File: src/rtl/codec_seq_pkg.sv
package codec_seq_pkg;
  localparam int ADDR_W = 7;
  localparam int DATA_W = 16;
  localparam int SLOT_W = 20;
  localparam int TAG_W  = 16;

  localparam logic [TAG_W-1:0] TAG_CMD = 16'hE000;
  localparam logic [TAG_W-1:0] TAG_PCM = 16'h8000;

  typedef struct packed {
    logic              rd;
    logic [ADDR_W-1:0] addr;
    logic [DATA_W-1:0] data;
  } cmd_t;

  function automatic logic [SLOT_W-1:0] slot1_enc(cmd_t c);
    return {c.rd, c.addr, 12'h000};
  endfunction

  function automatic logic [SLOT_W-1:0] slot2_enc(cmd_t c);
    return c.rd ? '0 : {c.data, 4'h0};
  endfunction

  // built-in write list: entry k -> address 2k+2, data 0x0808+k
  function automatic cmd_t init_cmd(int k);
    cmd_t c;
    c.rd   = 1'b0;
    c.addr = ADDR_W'(2 * k + 2);
    c.data = DATA_W'(16'h0808 + k);
    return c;
  endfunction
endpackage

File: src/rtl/codec_rst_ctl.sv
module codec_rst_ctl #(
  parameter int RST_CYCLES = 100
) (
  input  logic clk_i,
  input  logic rst_ni,
  output logic codec_rst_no
);
  localparam int CW = $clog2(RST_CYCLES + 1);

  logic [CW-1:0] cnt_q;
  logic          rel_q;

  always_ff @(posedge clk_i or negedge rst_ni) begin
    if (!rst_ni) begin
      cnt_q <= '0;
      rel_q <= 1'b0;
    end else if (!rel_q) begin
      if (cnt_q == CW'(RST_CYCLES - 1)) rel_q <= 1'b1;
      else                              cnt_q <= cnt_q + 1'b1;
    end
  end

  assign codec_rst_no = rel_q;


  rst_hold_chk: assert property (@(posedge clk_i) disable iff (!rst_ni)
    codec_rst_no |=> codec_rst_no);
endmodule

File: src/rtl/codec_init_seq.sv
module codec_init_seq
  import codec_seq_pkg::*;
#(
  parameter int INIT_LEN = 4
) (
  input  logic clk_i,
  input  logic rst_ni,
  input  logic step_i,
  output cmd_t cmd_o,
  output logic done_o
);
  localparam int IW = $clog2(INIT_LEN + 1);

  cmd_t          tbl [INIT_LEN];
  logic [IW-1:0] idx_q;
  logic          done_q;

  for (genvar g = 0; g < INIT_LEN; g++) begin : g_tbl
    assign tbl[g] = init_cmd(g);
  end

  always_ff @(posedge clk_i or negedge rst_ni) begin
    if (!rst_ni) begin
      idx_q  <= '0;
      done_q <= 1'b0;
    end else if (step_i && !done_q) begin
      if (idx_q == IW'(INIT_LEN - 1)) done_q <= 1'b1;
      else                            idx_q  <= idx_q + 1'b1;
    end
  end

  assign cmd_o  = (int'(idx_q) < INIT_LEN) ? tbl[idx_q] : '0;
  assign done_o = done_q;


  init_done_sticky_chk: assert property (@(posedge clk_i) disable iff (!rst_ni)
    done_o |=> done_o);

  init_idx_range_chk: assert property (@(posedge clk_i) disable iff (!rst_ni)
    int'(idx_q) < INIT_LEN);
endmodule

File: src/rtl/codec_req_ctl.sv
module codec_req_ctl
  import codec_seq_pkg::*;
#(
  parameter int TMO_FRAMES = 16
) (
  input  logic              clk_i,
  input  logic              rst_ni,
  input  logic              en_i,
  input  logic              req_i,
  input  logic              req_rd_i,
  input  logic [ADDR_W-1:0] req_addr_i,
  input  logic [DATA_W-1:0] req_data_i,
  input  logic              slot_i,
  input  logic              frame_i,
  input  logic              rx_frame_i,
  input  logic [2:0]        rx_valid_i,
  input  logic [ADDR_W-1:0] rx_addr_i,
  input  logic [DATA_W-1:0] rx_data_i,
  output logic              go_o,
  output cmd_t              cmd_o,
  output logic              busy_o,
  output logic              wr_done_o,
  output logic              rd_done_o,
  output logic              rd_err_o,
  output logic [ADDR_W-1:0] rd_addr_o,
  output logic [DATA_W-1:0] rd_data_o
);
  localparam int TW = $clog2(TMO_FRAMES + 1);

  cmd_t          cmd_q;
  logic          pend_q, busy_q, wait_q;
  logic [TW-1:0] tmo_q;
  logic          accept, match, tmo_hit;

  assign accept  = req_i && en_i && !busy_q;
  assign go_o    = slot_i && pend_q;
  assign match   = wait_q && rx_frame_i && (rx_valid_i == 3'b111) && (rx_addr_i == cmd_q.addr);
  assign tmo_hit = wait_q && !match && frame_i && (tmo_q == TW'(TMO_FRAMES - 1));

  always_ff @(posedge clk_i or negedge rst_ni) begin
    if (!rst_ni) begin
      cmd_q     <= '0;
      pend_q    <= 1'b0;
      busy_q    <= 1'b0;
      wait_q    <= 1'b0;
      tmo_q     <= '0;
      wr_done_o <= 1'b0;
      rd_done_o <= 1'b0;
      rd_err_o  <= 1'b0;
      rd_addr_o <= '0;
      rd_data_o <= '0;
    end else begin
      wr_done_o <= 1'b0;
      rd_done_o <= 1'b0;
      if (accept) begin
        cmd_q  <= '{rd: req_rd_i, addr: req_addr_i, data: req_data_i};
        pend_q <= 1'b1;
        busy_q <= 1'b1;
      end
      if (go_o) begin
        pend_q <= 1'b0;
        if (cmd_q.rd) begin
          wait_q <= 1'b1;
          tmo_q  <= '0;
        end else begin
          busy_q    <= 1'b0;
          wr_done_o <= 1'b1;
        end
      end
      // a reply beats the timeout in the same cycle
      if (match) begin
        rd_done_o <= 1'b1;
        rd_err_o  <= 1'b0;
        rd_addr_o <= rx_addr_i;
        rd_data_o <= rx_data_i;
        wait_q    <= 1'b0;
        busy_q    <= 1'b0;
      end else if (tmo_hit) begin
        rd_done_o <= 1'b1;
        rd_err_o  <= 1'b1;
        rd_addr_o <= cmd_q.addr;
        rd_data_o <= '0;
        wait_q    <= 1'b0;
        busy_q    <= 1'b0;
      end else if (wait_q && frame_i) begin
        tmo_q <= tmo_q + 1'b1;
      end
    end
  end

  assign cmd_o  = cmd_q;
  assign busy_o = busy_q;


  done_excl_chk: assert property (@(posedge clk_i) disable iff (!rst_ni)
    $onehot0({wr_done_o, rd_done_o}));

  busy_fall_chk: assert property (@(posedge clk_i) disable iff (!rst_ni)
    $fell(busy_o) |-> (wr_done_o || rd_done_o));

  tmo_range_chk: assert property (@(posedge clk_i) disable iff (!rst_ni)
    wait_q |-> int'(tmo_q) < TMO_FRAMES);

  no_accept_busy_chk: assert property (@(posedge clk_i) disable iff (!rst_ni)
    (busy_o && !wr_done_o && !rd_done_o) |=> $stable(cmd_q));
endmodule

File: src/rtl/codec_cmd_seq.sv
module codec_cmd_seq
  import codec_seq_pkg::*;
#(
  parameter int RST_CYCLES = 100,
  parameter int INIT_LEN   = 4,
  parameter int TMO_FRAMES = 16
) (
  input  logic              clk_i,
  input  logic              rst_ni,
  input  logic              frame_start_i,
  input  logic              rx_frame_i,
  input  logic [TAG_W-1:0]  rx_tag_i,
  input  logic [SLOT_W-1:0] rx_slot1_i,
  input  logic [SLOT_W-1:0] rx_slot2_i,
  input  logic              req_i,
  input  logic              req_rd_i,
  input  logic [ADDR_W-1:0] req_addr_i,
  input  logic [DATA_W-1:0] req_data_i,
  output logic              codec_rst_no,
  output logic              zero_frame_o,
  output logic              cmd_frame_o,
  output logic [TAG_W-1:0]  tag_o,
  output logic [SLOT_W-1:0] slot1_o,
  output logic [SLOT_W-1:0] slot2_o,
  output logic              init_done_o,
  output logic              busy_o,
  output logic              wr_done_o,
  output logic              rd_done_o,
  output logic              rd_err_o,
  output logic [ADDR_W-1:0] rd_addr_o,
  output logic [DATA_W-1:0] rd_data_o
);
  logic ready_q, init_done, init_step, req_slot, req_go;
  cmd_t init_c, req_c;
  logic unused_rx;

  assign unused_rx = ^{rx_tag_i[12:0], rx_slot1_i[19], rx_slot1_i[11:0], rx_slot2_i[3:0]};

  codec_rst_ctl #(.RST_CYCLES(RST_CYCLES)) u_rst (
    .clk_i(clk_i), .rst_ni(rst_ni), .codec_rst_no(codec_rst_no));

  always_ff @(posedge clk_i or negedge rst_ni) begin
    if (!rst_ni)           ready_q <= 1'b0;
    else if (!codec_rst_no) ready_q <= 1'b0;
    else if (rx_frame_i)    ready_q <= rx_tag_i[15];
  end

  assign init_step = frame_start_i && ready_q && !init_done;
  assign req_slot  = frame_start_i && ready_q && init_done;

  codec_init_seq #(.INIT_LEN(INIT_LEN)) u_init (
    .clk_i(clk_i), .rst_ni(rst_ni), .step_i(init_step),
    .cmd_o(init_c), .done_o(init_done));

  codec_req_ctl #(.TMO_FRAMES(TMO_FRAMES)) u_req (
    .clk_i(clk_i), .rst_ni(rst_ni), .en_i(init_done),
    .req_i(req_i), .req_rd_i(req_rd_i), .req_addr_i(req_addr_i), .req_data_i(req_data_i),
    .slot_i(req_slot), .frame_i(frame_start_i),
    .rx_frame_i(rx_frame_i), .rx_valid_i(rx_tag_i[15:13]),
    .rx_addr_i(rx_slot1_i[18:12]), .rx_data_i(rx_slot2_i[19:4]),
    .go_o(req_go), .cmd_o(req_c), .busy_o(busy_o),
    .wr_done_o(wr_done_o), .rd_done_o(rd_done_o), .rd_err_o(rd_err_o),
    .rd_addr_o(rd_addr_o), .rd_data_o(rd_data_o));

  always_ff @(posedge clk_i or negedge rst_ni) begin
    if (!rst_ni) begin
      zero_frame_o <= 1'b1;
      cmd_frame_o  <= 1'b0;
      tag_o        <= '0;
      slot1_o      <= '0;
      slot2_o      <= '0;
    end else if (frame_start_i) begin
      if (!ready_q) begin
        zero_frame_o <= 1'b1;
        cmd_frame_o  <= 1'b0;
        tag_o        <= '0;
        slot1_o      <= '0;
        slot2_o      <= '0;
      end else if (!init_done || req_go) begin
        zero_frame_o <= 1'b0;
        cmd_frame_o  <= 1'b1;
        tag_o        <= TAG_CMD;
        slot1_o      <= slot1_enc(init_done ? req_c : init_c);
        slot2_o      <= slot2_enc(init_done ? req_c : init_c);
      end else begin
        zero_frame_o <= 1'b0;
        cmd_frame_o  <= 1'b0;
        tag_o        <= TAG_PCM;
        slot1_o      <= '0;
        slot2_o      <= '0;
      end
    end
  end

  assign init_done_o = init_done;


  not_ready_zero_chk: assert property (@(posedge clk_i) disable iff (!rst_ni)
    (frame_start_i && !ready_q) |=> (zero_frame_o && tag_o == '0));

  ready_in_reset_chk: assert property (@(posedge clk_i) disable iff (!rst_ni)
    !codec_rst_no |=> !ready_q);

  cmd_tag_chk: assert property (@(posedge clk_i) disable iff (!rst_ni)
    (req_go || init_step) |=> (cmd_frame_o && tag_o == TAG_CMD));

  wr_sent_chk: assert property (@(posedge clk_i) disable iff (!rst_ni)
    wr_done_o |-> (cmd_frame_o && !slot1_o[19]));
endmodule

File: config.mk
export PLATFORM = sky130hd
export DESIGN_NAME = codec_cmd_seq
export DESIGN_NICKNAME = d
export VERILOG_FILES = /design/src/rtl/codec_seq_pkg.sv /design/src/rtl/codec_rst_ctl.sv /design/src/rtl/codec_init_seq.sv /design/src/rtl/codec_req_ctl.sv /design/src/rtl/codec_cmd_seq.sv
export SDC_FILE = /design/constraint.sdc
export NUM_CORES = 1
export LEC_CHECK = 0
export BUFFER_PORTS_ARGS = -buffer_cell sky130_fd_sc_hd__buf_2
export CAP_MARGIN = 20
export CELL_PAD_IN_SITES_DETAIL_PLACEMENT = 1
export CELL_PAD_IN_SITES_GLOBAL_PLACEMENT = 1
export CORE_ASPECT_RATIO = 1.5
export CORE_UTILIZATION = 41
export DETAILED_ROUTE_END_ITERATION = 12
export PLACE_DENSITY_LB_ADDON = 0.1
export RECOVER_POWER = 50
export SLEW_MARGIN = 20
export SYNTH_ARGS = -nofsm -noshare
export SYNTH_HDL_FRONTEND = slang
export SYNTH_HIERARCHICAL = 1
export SYNTH_SLANG_ARGS = --single-unit
File: constraint.sdc
create_clock -name clk_i -period 6.9 [get_ports clk_i]
set_clock_uncertainty 0.1 [all_clocks]
set_input_delay 0.345 -clock clk_i [delete_from_list [all_inputs] [get_ports clk_i]]
set_output_delay 0.345 -clock clk_i [all_outputs]
set_load 0.005 [all_outputs]
==> metrics.cfg <==
[floorplanning]
core_area_mm2 = 0.0111
dieArea_mm2 = 0.0119
rows = 47
fp.dieW_um = 89.4
io_pins = 172
start_util_pct = 42.2
die_h_um = 133

[cts]
cts_root_buf = clkbuf_16
cts_tree = built
ctsHoldBuffers = 1
clkTransAtPathRegs_ns = 0.07
cts_setup_buffers = 0
clock_latency_ns = 0.34
numCtsBuffers = 9
clock-sinks = 98
h-tree-depth = 3
cts_resized = 0
clk_path_buf_depth = 2

[worst_setup_path]
path_max_fanout = 31
cp.required_ns = 7.02
crit_arrival_ns = 3.52
r2r_cells = 6
ff2ff_setup_slack_ns = 4.05
worstReg2RegStart = u_req/tmo_q[0]$_DFF_PN0_
cp-end-kind = flip-flop
startpoint = frame_start_i
start_kind = primary input
regToRegEndpoint = u_req/rd_addr_o[2]$_DFFE_PN0P_
critPathKind = primary input to flip-flop

[hold_path]
min_delay_path_depth = 3
hold_start = rx_slot2_i[14]
holdPathEnd = u_req/rd_data_o[10]$_DFFE_PN0P_
hp-class = primary input to flip-flop

[placement]
preCtsSetupSlack_ns = 3.82
place_hpwl_um = 7290
place.port_buffers = 112
gp_congestion = 0.689

[logic_synthesis]
synth_top_area_share_pct = 51.7
synth_cells = 402
ys_seq_elements = 98
synth_area_mm2 = 0.00470
avgSynthCellArea_um2 = 11.7
yosysTopAreaCell = dfrtp_1
synth_edf_count = 0
yosysUniqueCellTypes = 49
yosysMostFrequentCell = dfrtp_1
yosys_warnings = 6
synth_commonest_cells = dfrtp_1 (97), buf_4 (54), nand2_1 (36)
synth_area_leaders = dfrtp_1 (52%), buf_4 (8.6%), mux2_2 (7.2%)
synth_flop_cell = dfrtp_1
yosysSeqAreaShare_pct = 52.3
synthArstFlopShare_pct = 100

[final_layout]
area_delta_synth_final_pct = 15.2
nNetsFinal = 600
fillCellCount = 1246
multi_input_area_mm2 = 0.00183
register_area_mm2 = 0.00245
drive_gt1_share_pct = 25.3
antenna_cells = 0

[timing]
finalCritPeriodShare_pct = 49.3
setup_ws_ns = 3.50
setup_violations = 0
fin_crit_ns = 3.40
slew-limit-headroom_pct = 1.20
slew_violations = 0
hold_violations = 0
tns_ns = 0
fmax_mhz = 294
worst_slew_pin_slew_ns = 1.48
rsz0062_at_grt = no

[grt]
grt_first_pass_wirelength_um = 16900
grt_usage_pct = 18.6
grt.overflow.total = 0
grt_start_max_net_pins = 77
grt_pass1_vias = 3365
antenna_found_initial = 0

[pwr]
p_per_area_mw_per_mm2 = 229
comb_power_share_pct = 7.7
p_sw_mw = 0.274
intPower_mw = 0.963
ir_drop_uv = 124
seq_power_share_pct = 49.2
total_power_mw = 1.24
power_leakage_nw = 2.75
p_sw_share_pct = 22.2
clock_power_share_pct = 43.1

[run]
timing.max_cap.violations = 0

[routing]
drt_iter0_markers = 115
first_pass_iters = 3
vias = 3126
wl_per_cell_um = 15.7
route.detailed.drc = 0
wl_um = 10300
viasPerCell = 4.74
antenna_left = 0

[run_status]
status = finished clean

-- power groups by stage --
stage	logic (mW)	clock network, mW	registers [mW]
2_1_floorplan	0.0741	0	0.616
3_3_place_gp	0.0927	0	0.619
3_5_place_dp	0.0983	0	0.619
4_1_cts	0.0992	0.549	0.609
5_1_grt	0.112	0.572	0.612
6_report	0.0950	0.533	0.609
-- layout make-up --
class	instances	area share [%]
clock buffers	13	4.62
repair buffers	117	10.1
clock inverters	3	1.20
well taps	147	3.40
multi-input cells	260	33.8
flip-flops and latches	98	45.3
inverters	22	1.53
-- metrics by stage --
stage	area (um2)	util [%]	hold slack [ns]	instances
2_1_floorplan	4860	-	-0.0506	446
3_3_place_gp	5170	46.5	0.155	643
3_5_place_dp	5170	46.5	0.161	643
4_1_cts	5500	49.5	0.101	660
5_1_grt	5410	48.7	0.121	660
6_report	5410	48.7	0.110	660
-- worst max-delay path, cell delays in order --
cell and delay [ns]:
clkbuf_1 1.05, nand3_1 1.02, nand2b_1 0.70, mux2_1 0.38
-- kinds of logic after synthesis --
logic type / synth area share (%)
other: 0.160
DFF: 52.3
adders and majority gates: 1.87
buffers and inverters: 11.6
AOI/OAI and AO/OA: 8.71
xor gates and xnor gates: 2.42
and+or+nand+nor: 11.4
muxes: 11.6
-- layer usage --
| metal | GRT usage (%) | up-vias | share of wire [%] |
|---|---|---|---|
| li1 | - | 1484 | - |
| met1 | 23.2 | 1561 | 42 |
| met2 | 31.6 | 72 | 52 |
| met3 | 4.30 | 9 | 4.8 |
| met4 | 5.64 | 0 | 1.0 |
| met5 | 0 | - | 0 |
-- placed cells by master, fill, tap and decap left out, types with 5 or more instances in the layout --
cell,count
a221o_1,16
and2b_1,11
buf_2,70
clkbuf_1,41
clkbuf_16,9
conb_1,46
dfrtp_1,97
ha_1,7
inv_1,21
mux2_2,30
mux2i_1,13
nand2_1,37
nand3_1,5
nor2_1,5
nor2b_1,8
o21ai_0,17
o22ai_1,8
xnor2_1,10
-- how the worst max path moves through the flow --
stage                                           endpoint  slack, ns  cells after the start
after floorplan           u_req/rd_addr_o[3]$_DFFE_PN0P_       4.73                      7
after global placement    u_req/rd_addr_o[6]$_DFFE_PN0P_       3.86                      4
after detailed placement  u_req/rd_addr_o[2]$_DFFE_PN0P_       3.82                      4
after CTS                 u_req/rd_addr_o[2]$_DFFE_PN0P_       3.99                      6
after global routing      u_req/rd_addr_o[2]$_DFFE_PN0P_       3.17                      4
final                     u_req/rd_addr_o[2]$_DFFE_PN0P_       3.50                      4
-- state kept, by name, indices dropped and copies added (netlist names) --
signal / flops
u_req/cmd_o: 24
slot2_o: 16
u_req/rd_data_o: 16
slot1_o: 8
u_req/rd_addr_o: 7
u_rst/cnt_q: 7
u_req/tmo_q: 5
u_init/idx_q: 3
tag_o: 2
ready_q: 1
u_init/done_o: 1
u_req/busy_o: 1
u_req/pend_q: 1
u_req/rd_done_o: 1
u_req/rd_err_o: 1
u_req/wait_q: 1
u_req/wr_done_o: 1
u_rst/codec_rst_no: 1
zero_frame_o: 1
Power figures use the tool's default switching activity.
